## config.mk

```make
export PLATFORM = sky130hd
export DESIGN_NAME = thr_alu
export DESIGN_NICKNAME = d
export VERILOG_FILES = /design/src/rtl/thr_alu_pkg.sv /design/src/rtl/thr_alu_opsel.sv /design/src/rtl/thr_alu_exec.sv /design/src/rtl/thr_alu.sv
export SDC_FILE = /design/constraint.sdc
export NUM_CORES = 2
export LEC_CHECK = 0
export BUFFER_PORTS_ARGS = -buffer_cell sky130_fd_sc_hd__buf_2
export CAP_MARGIN = 30
export CORE_MARGIN = 1.5
export CORE_UTILIZATION = 30
export CTS_CLUSTER_DIAMETER = 100
export DETAILED_ROUTE_END_ITERATION = 7
export PLACE_DENSITY = 0.49
export SKIP_LAST_GASP = 1
export SYNTH_ARGS = -nofsm -noshare
export SYNTH_HDL_FRONTEND = slang
export SYNTH_HIERARCHICAL = 1
export SYNTH_SLANG_ARGS = --single-unit
export TNS_END_PERCENT = 1
```

## constraint.sdc

```tcl
create_clock -name clk -period 10.4 [get_ports clk]
set_input_delay 0 -clock clk [delete_from_list [all_inputs] [get_ports clk]]
set_output_delay 0 -clock clk [all_outputs]
set_load 0.005 [all_outputs]
```

## src/rtl/thr_alu_pkg.sv

```systemverilog
package thr_alu_pkg;

    typedef enum logic [3:0] {
        OP_MOV = 4'd0,
        OP_ADD = 4'd1,
        OP_SUB = 4'd2,
        OP_MUL = 4'd3,
        OP_XOR = 4'd8,
        OP_INV = 4'd9,
        OP_IOR = 4'd10,
        OP_AND = 4'd11,
        OP_SHL = 4'd12,
        OP_SHR = 4'd13
    } alu_op_e;

    function automatic logic op_is_legal(input logic [3:0] op);
        case (op)
            4'd0, 4'd1, 4'd2, 4'd3, 4'd8, 4'd9,
            4'd10, 4'd11, 4'd12, 4'd13: op_is_legal = 1'b1;
            default:                    op_is_legal = 1'b0;
        endcase
    endfunction

endpackage

```

## src/rtl/thr_alu_opsel.sv

```systemverilog
module thr_alu_opsel #(
    parameter int NREG = 4,
    parameter int DW   = 32,
    parameter int IW   = 16,
    localparam int RW  = $clog2(NREG)
) (
    input  logic [NREG-1:0][DW-1:0] row,
    input  logic                    is_reg,
    input  logic [IW-1:0]           field,
    output logic [DW-1:0]           value
);
    logic [RW-1:0] sel;

    always_comb begin
        sel = field[RW-1:0];
        if (is_reg) begin
            value = row[sel];
        end else begin
            value = '0;
            value[IW-1:0] = field;
        end
    end
endmodule

```

## src/rtl/thr_alu_exec.sv

```systemverilog
module thr_alu_exec
    import thr_alu_pkg::*;
#(
    parameter int DW = 32,
    localparam int SW = $clog2(DW)
) (
    input  logic [3:0]    op,
    input  logic [DW-1:0] a,
    input  logic [DW-1:0] b,
    output logic [DW-1:0] res,
    output logic          legal
);
    logic [SW-1:0] amt;

    always_comb begin
        amt   = b[SW-1:0];
        legal = op_is_legal(op);
        case (op)
            OP_MOV:  res = b;
            OP_ADD:  res = a + b;
            OP_SUB:  res = a - b;
            OP_MUL:  res = a * b;
            OP_XOR:  res = a ^ b;
            OP_INV:  res = ~b;
            OP_IOR:  res = a | b;
            OP_AND:  res = a & b;
            OP_SHL:  res = a << amt;
            OP_SHR:  res = a >> amt;
            default: res = '0;
        endcase
    end
endmodule

```

## src/rtl/thr_alu.sv

```systemverilog
module thr_alu
    import thr_alu_pkg::*;
#(
    parameter int NTHR = 4,
    parameter int NREG = 4,
    parameter int DW   = 32,
    parameter int IW   = 16,
    localparam int TW  = $clog2(NTHR),
    localparam int RW  = $clog2(NREG)
) (
    input  logic          clk,
    input  logic          rst_n,
    input  logic          in_valid,
    input  logic [TW-1:0] in_thread,
    input  logic [RW-1:0] in_dst,
    input  logic          in_load,
    input  logic [DW-1:0] in_const,
    input  logic [3:0]    in_op,
    input  logic          in_lhs_reg,
    input  logic [IW-1:0] in_lhs,
    input  logic          in_rhs_reg,
    input  logic [IW-1:0] in_rhs,
    input  logic [TW-1:0] rd_thread,
    input  logic [RW-1:0] rd_idx,
    output logic [DW-1:0] rd_data,
    output logic          bad_op
);
    typedef struct packed {
        logic [NTHR-1:0][NREG-1:0][DW-1:0] regs;
        logic                              bad;
    } state_t;

    state_t st_d, st_q;

    logic [NREG-1:0][DW-1:0] cur_row;
    logic [DW-1:0]           lhs_val, rhs_val, alu_res;
    logic                    alu_legal;

    assign cur_row = st_q.regs[in_thread];

    thr_alu_opsel #(.NREG(NREG), .DW(DW), .IW(IW)) u_lhs (
        .row(cur_row), .is_reg(in_lhs_reg), .field(in_lhs), .value(lhs_val)
    );

    thr_alu_opsel #(.NREG(NREG), .DW(DW), .IW(IW)) u_rhs (
        .row(cur_row), .is_reg(in_rhs_reg), .field(in_rhs), .value(rhs_val)
    );

    thr_alu_exec #(.DW(DW)) u_exec (
        .op(in_op), .a(lhs_val), .b(rhs_val), .res(alu_res), .legal(alu_legal)
    );

    always_comb begin
        st_d     = st_q;
        st_d.bad = 1'b0;
        if (in_valid) begin
            if (in_load) begin
                st_d.regs[in_thread][in_dst] = in_const;
            end else if (alu_legal) begin
                st_d.regs[in_thread][in_dst] = alu_res;
            end else begin
                st_d.bad = 1'b1;
            end
        end
    end

    always_ff @(posedge clk or negedge rst_n) begin
        if (!rst_n) st_q <= '0;
        else        st_q <= st_d;
    end

    assign rd_data = st_q.regs[rd_thread][rd_idx];
    assign bad_op  = st_q.bad;

    AST_IDLE_HOLD: assert property (@(posedge clk) disable iff (!rst_n)
        !$past(in_valid) |-> $stable(st_q.regs));
    AST_LOAD_EXACT: assert property (@(posedge clk) disable iff (!rst_n)
        $past(in_valid && in_load) |->
        st_q.regs[$past(in_thread)][$past(in_dst)] == $past(in_const));
    AST_BAD_FLAG_SRC: assert property (@(posedge clk) disable iff (!rst_n)
        bad_op |-> $past(in_valid && !in_load && !op_is_legal(in_op)));
    AST_BAD_KEEPS_DST: assert property (@(posedge clk) disable iff (!rst_n)
        $past(in_valid && !in_load && !op_is_legal(in_op)) |->
        (bad_op && $stable(st_q.regs)));

    for (genvar t = 0; t < NTHR; t++) begin : g_iso
        AST_OTHER_THREAD_HOLD: assert property (@(posedge clk) disable iff (!rst_n)
            ($past(in_thread) != TW'(t)) |-> $stable(st_q.regs[t]));
    end
endmodule

```

==> results.md <==
- Outcome: finished clean
- Nets@finish: 5472
- M2 GR Usage: 37.26%
- Required time worst endpoint: 10.90 ns
- Synth Instances: 4709
- Hold Crit Class: in2reg
- Root Buffer: clkbuf_16
- Worst Tran Pin Value: 1.083 ns
- # rows: 151
- Post-synth top cells: mux2_2 (539), dfrtp_1 (513), nor2_1 (481), inv_1 (428), fa_1 (409)
- Clk Latency, worst-skew pair: 0.63 ns
- Synthesized flop and latch total: 513
- Clock Path Buffers: 3
- Placer Congestion: 0.9841
- Worst path most repeated cell: fa_1
- Top_reg_cell synth: dfrtp_1
- DR pass1 iterations: 6
- Post-synth EDFFs: 0
- Critical path fanouts, max: 16
- Global route hottest layer: met2
- Core ar.: 0.1698 mm^2
- RSZ-0062 raised after global routing: false
- CTS tree: done
- Fin Clk Skew: 0.02903 ns
- Highest clock rate: 0.1010 GHz
- DRC violations left: 0
- Initial Utilization: 30.32%
- DR WL/cell: 28.88 um
- Count leader, synth: mux2_2
- Relative slew slack: 27.78%
- Ratio of cells with drive above 1 in the final layout: 28.74%
- Mapped Area: 0.05150 mm^2
- Crit path kind: reg2reg
- Fin crit share: 95.22%
- Syn Area/Cell: 10.94 um^2
- Ranking of synthesized cells by area: dfrtp_1 (25%), fa_1 (16%), mux4_2 (14%)
- Clock sinks: 513
- CP Data Arrival Time: 10.41 ns
- Area grow syn2layout: 11.02%
- Syn nets: 5420
- Post-synth cell types: 83
- Die W: 417.3 um
- Die area: 0.1741 mm^2
- First-pass GRT wire length: 294400 um
- Drt via density: 5.647
- Post-synth top area cell: dfrtp_1
- Initial antenna violation count: 6
- Vias in the first global route: 40940
- Largest stage delay, worst path: 0.64 ns
- Die Y: 417.3 um
- Ys async rst share: 100.0%
- Initial DRC Count: 3771
- CP max-delay cell: a21oi_1
- Met1 Track Usage GR: 31.28%
- Port bufs: 114
- Fin. Hold Viols: 0
- Crit. End Element: flip-flop
- Antenna Violating Nets Remaining: 0
- HPWL Detailed: 147500 um
- Via count: 39660
- GRT overflow: 0
- Sequential fraction of the synthesis area: 24.93%
- Final WL: 202800 um
- TNS Setup: 0 ns
- Max-cap violations: 0
- Final Max Tran Viols: 0
- Minimum clock period: 9.903 ns
- Pin count of the biggest net entering global routing: 165
- GRT Total Usage: 23.09%
- CP Launch Type: flip-flop
- Clk slew on worst S/H paths: 0.07 ns
- Fin util: 33.66%
- H-tree levels: 2
- # setup viols final: 0
- Yosys warns: 6
- Num CTS Buffers: 51
- IO Count: 115
- Yosys top cell area share: 24.93%
- Met3 Usage GRT: 2.902%
==> repair_timing <==
item | in CTS | in global routing
hold endpoints to repair | 118 | 0
resized for setup | 0 | 0
setup endpoints to repair | 0 | 0
hold buffers | 11 | 0
buffers inserted | 0 | 0
==> cell families after synthesis <==
group / count (synthesis) / share of synthesized area (%)
and+or+nand+nor: 1021 / 8.715
DFF: 513 / 24.93
xor gates and xnor gates: 137 / 2.345
AOI/OAI and AO/OA: 605 / 7.773
muxes: 986 / 28.36
adders and majority gates: 629 / 21.25
buffers and inverters: 818 / 6.631
==> worst max-delay path, delay by kind of cell (launching register included) <==
kind	cells	cell delay (ns)
flops	1	0.40
fa+ha+maj	9	4.38
simple gates	5	0.75
compound gates	6	1.85
buf+inv	5	0.83
mux	4	1.54
==> per-stage QoR <==
step                      hold slack [ns]  cell area, um^2  std cells  setup WS, ns
after floorplan                   -0.2956            51500       4709        0.6591
after global placement            0.01783            55160       6906        0.2811
after detailed placement          0.01976            55260       6911        0.2802
after CTS                        0.003965            57110       7016        0.5599
after global routing              0.05077            57160       7020        0.1819
final                             0.03348            57170       7023        0.4968
==> metal layers <==
layer  wire length [um]  part of all wire [%]  up-vias
met5                 41                 0.020        -
met4               9298                   4.6        6
met3              13420                   6.6      390
met2              93950                    46     1756
met1              86120                    42    20990
li1                   -                     -    16520
==> layout make-up <==
| class | count | area [um^2] |
|---|---|---|
| Fill cell | 17030 | 112700 |
| Inverter | 453 | 1700 |
| Clock buffer | 70 | 1459 |
| Multi-Input combinational cell | 3378 | 35440 |
| Clock inverter | 24 | 271.5 |
| Timing Repair Buffer | 364 | 2675 |
| Tap cell | 2218 | 2775 |
| Antenna cell | 3 | 7.507 |
| Sequential cell | 513 | 12840 |
==> registers in the layout, indices dropped and copies added, names as in the netlist <==
signal  flops
st_q      512
bad_op      1
==> path summary, 6_finish.rpt <==
path	cells past startpoint	to	from	slack [ns]
setup / recovery	29	st_q[349]$_DFFE_PN0P_	st_q[419]$_DFFE_PN0P_	0.50
hold / removal	3	st_q[333]$_DFFE_PN0P_	in_const[12]	0.03
setup reg to reg	29	st_q[349]$_DFFE_PN0P_	st_q[419]$_DFFE_PN0P_	0.50
hold reg to reg	1	st_q[347]$_DFFE_PN0P_	st_q[347]$_DFFE_PN0P_	0.50
max in group asynchronous	6	st_q[392]$_DFFE_PN0P_	rst_n	8.35
min in group asynchronous	4	st_q[268]$_DFFE_PN0P_	rst_n	0.50
==> placed cells by master (no fill, tap or decap), drive strengths merged, types with 20 or more instances in the layout <==
cell,n
and2,39
o21ai,139
buf,353
a21oi,149
nor3,30
clkinv,29
xor2,35
mux2i,84
a211oi,35
inv,440
dfrtp,513
nor2,486
nor2b,44
a22oi,73
a21o,27
ha,220
fa,409
xnor2,102
clkbuf,71
mux4,319
o221ai,33
mux2,583
a221oi,20
nand2b,21
nand2,332
Power is not shown: default switching activity piles up to over one toggle a cycle in this logic, so the estimate is an artifact.
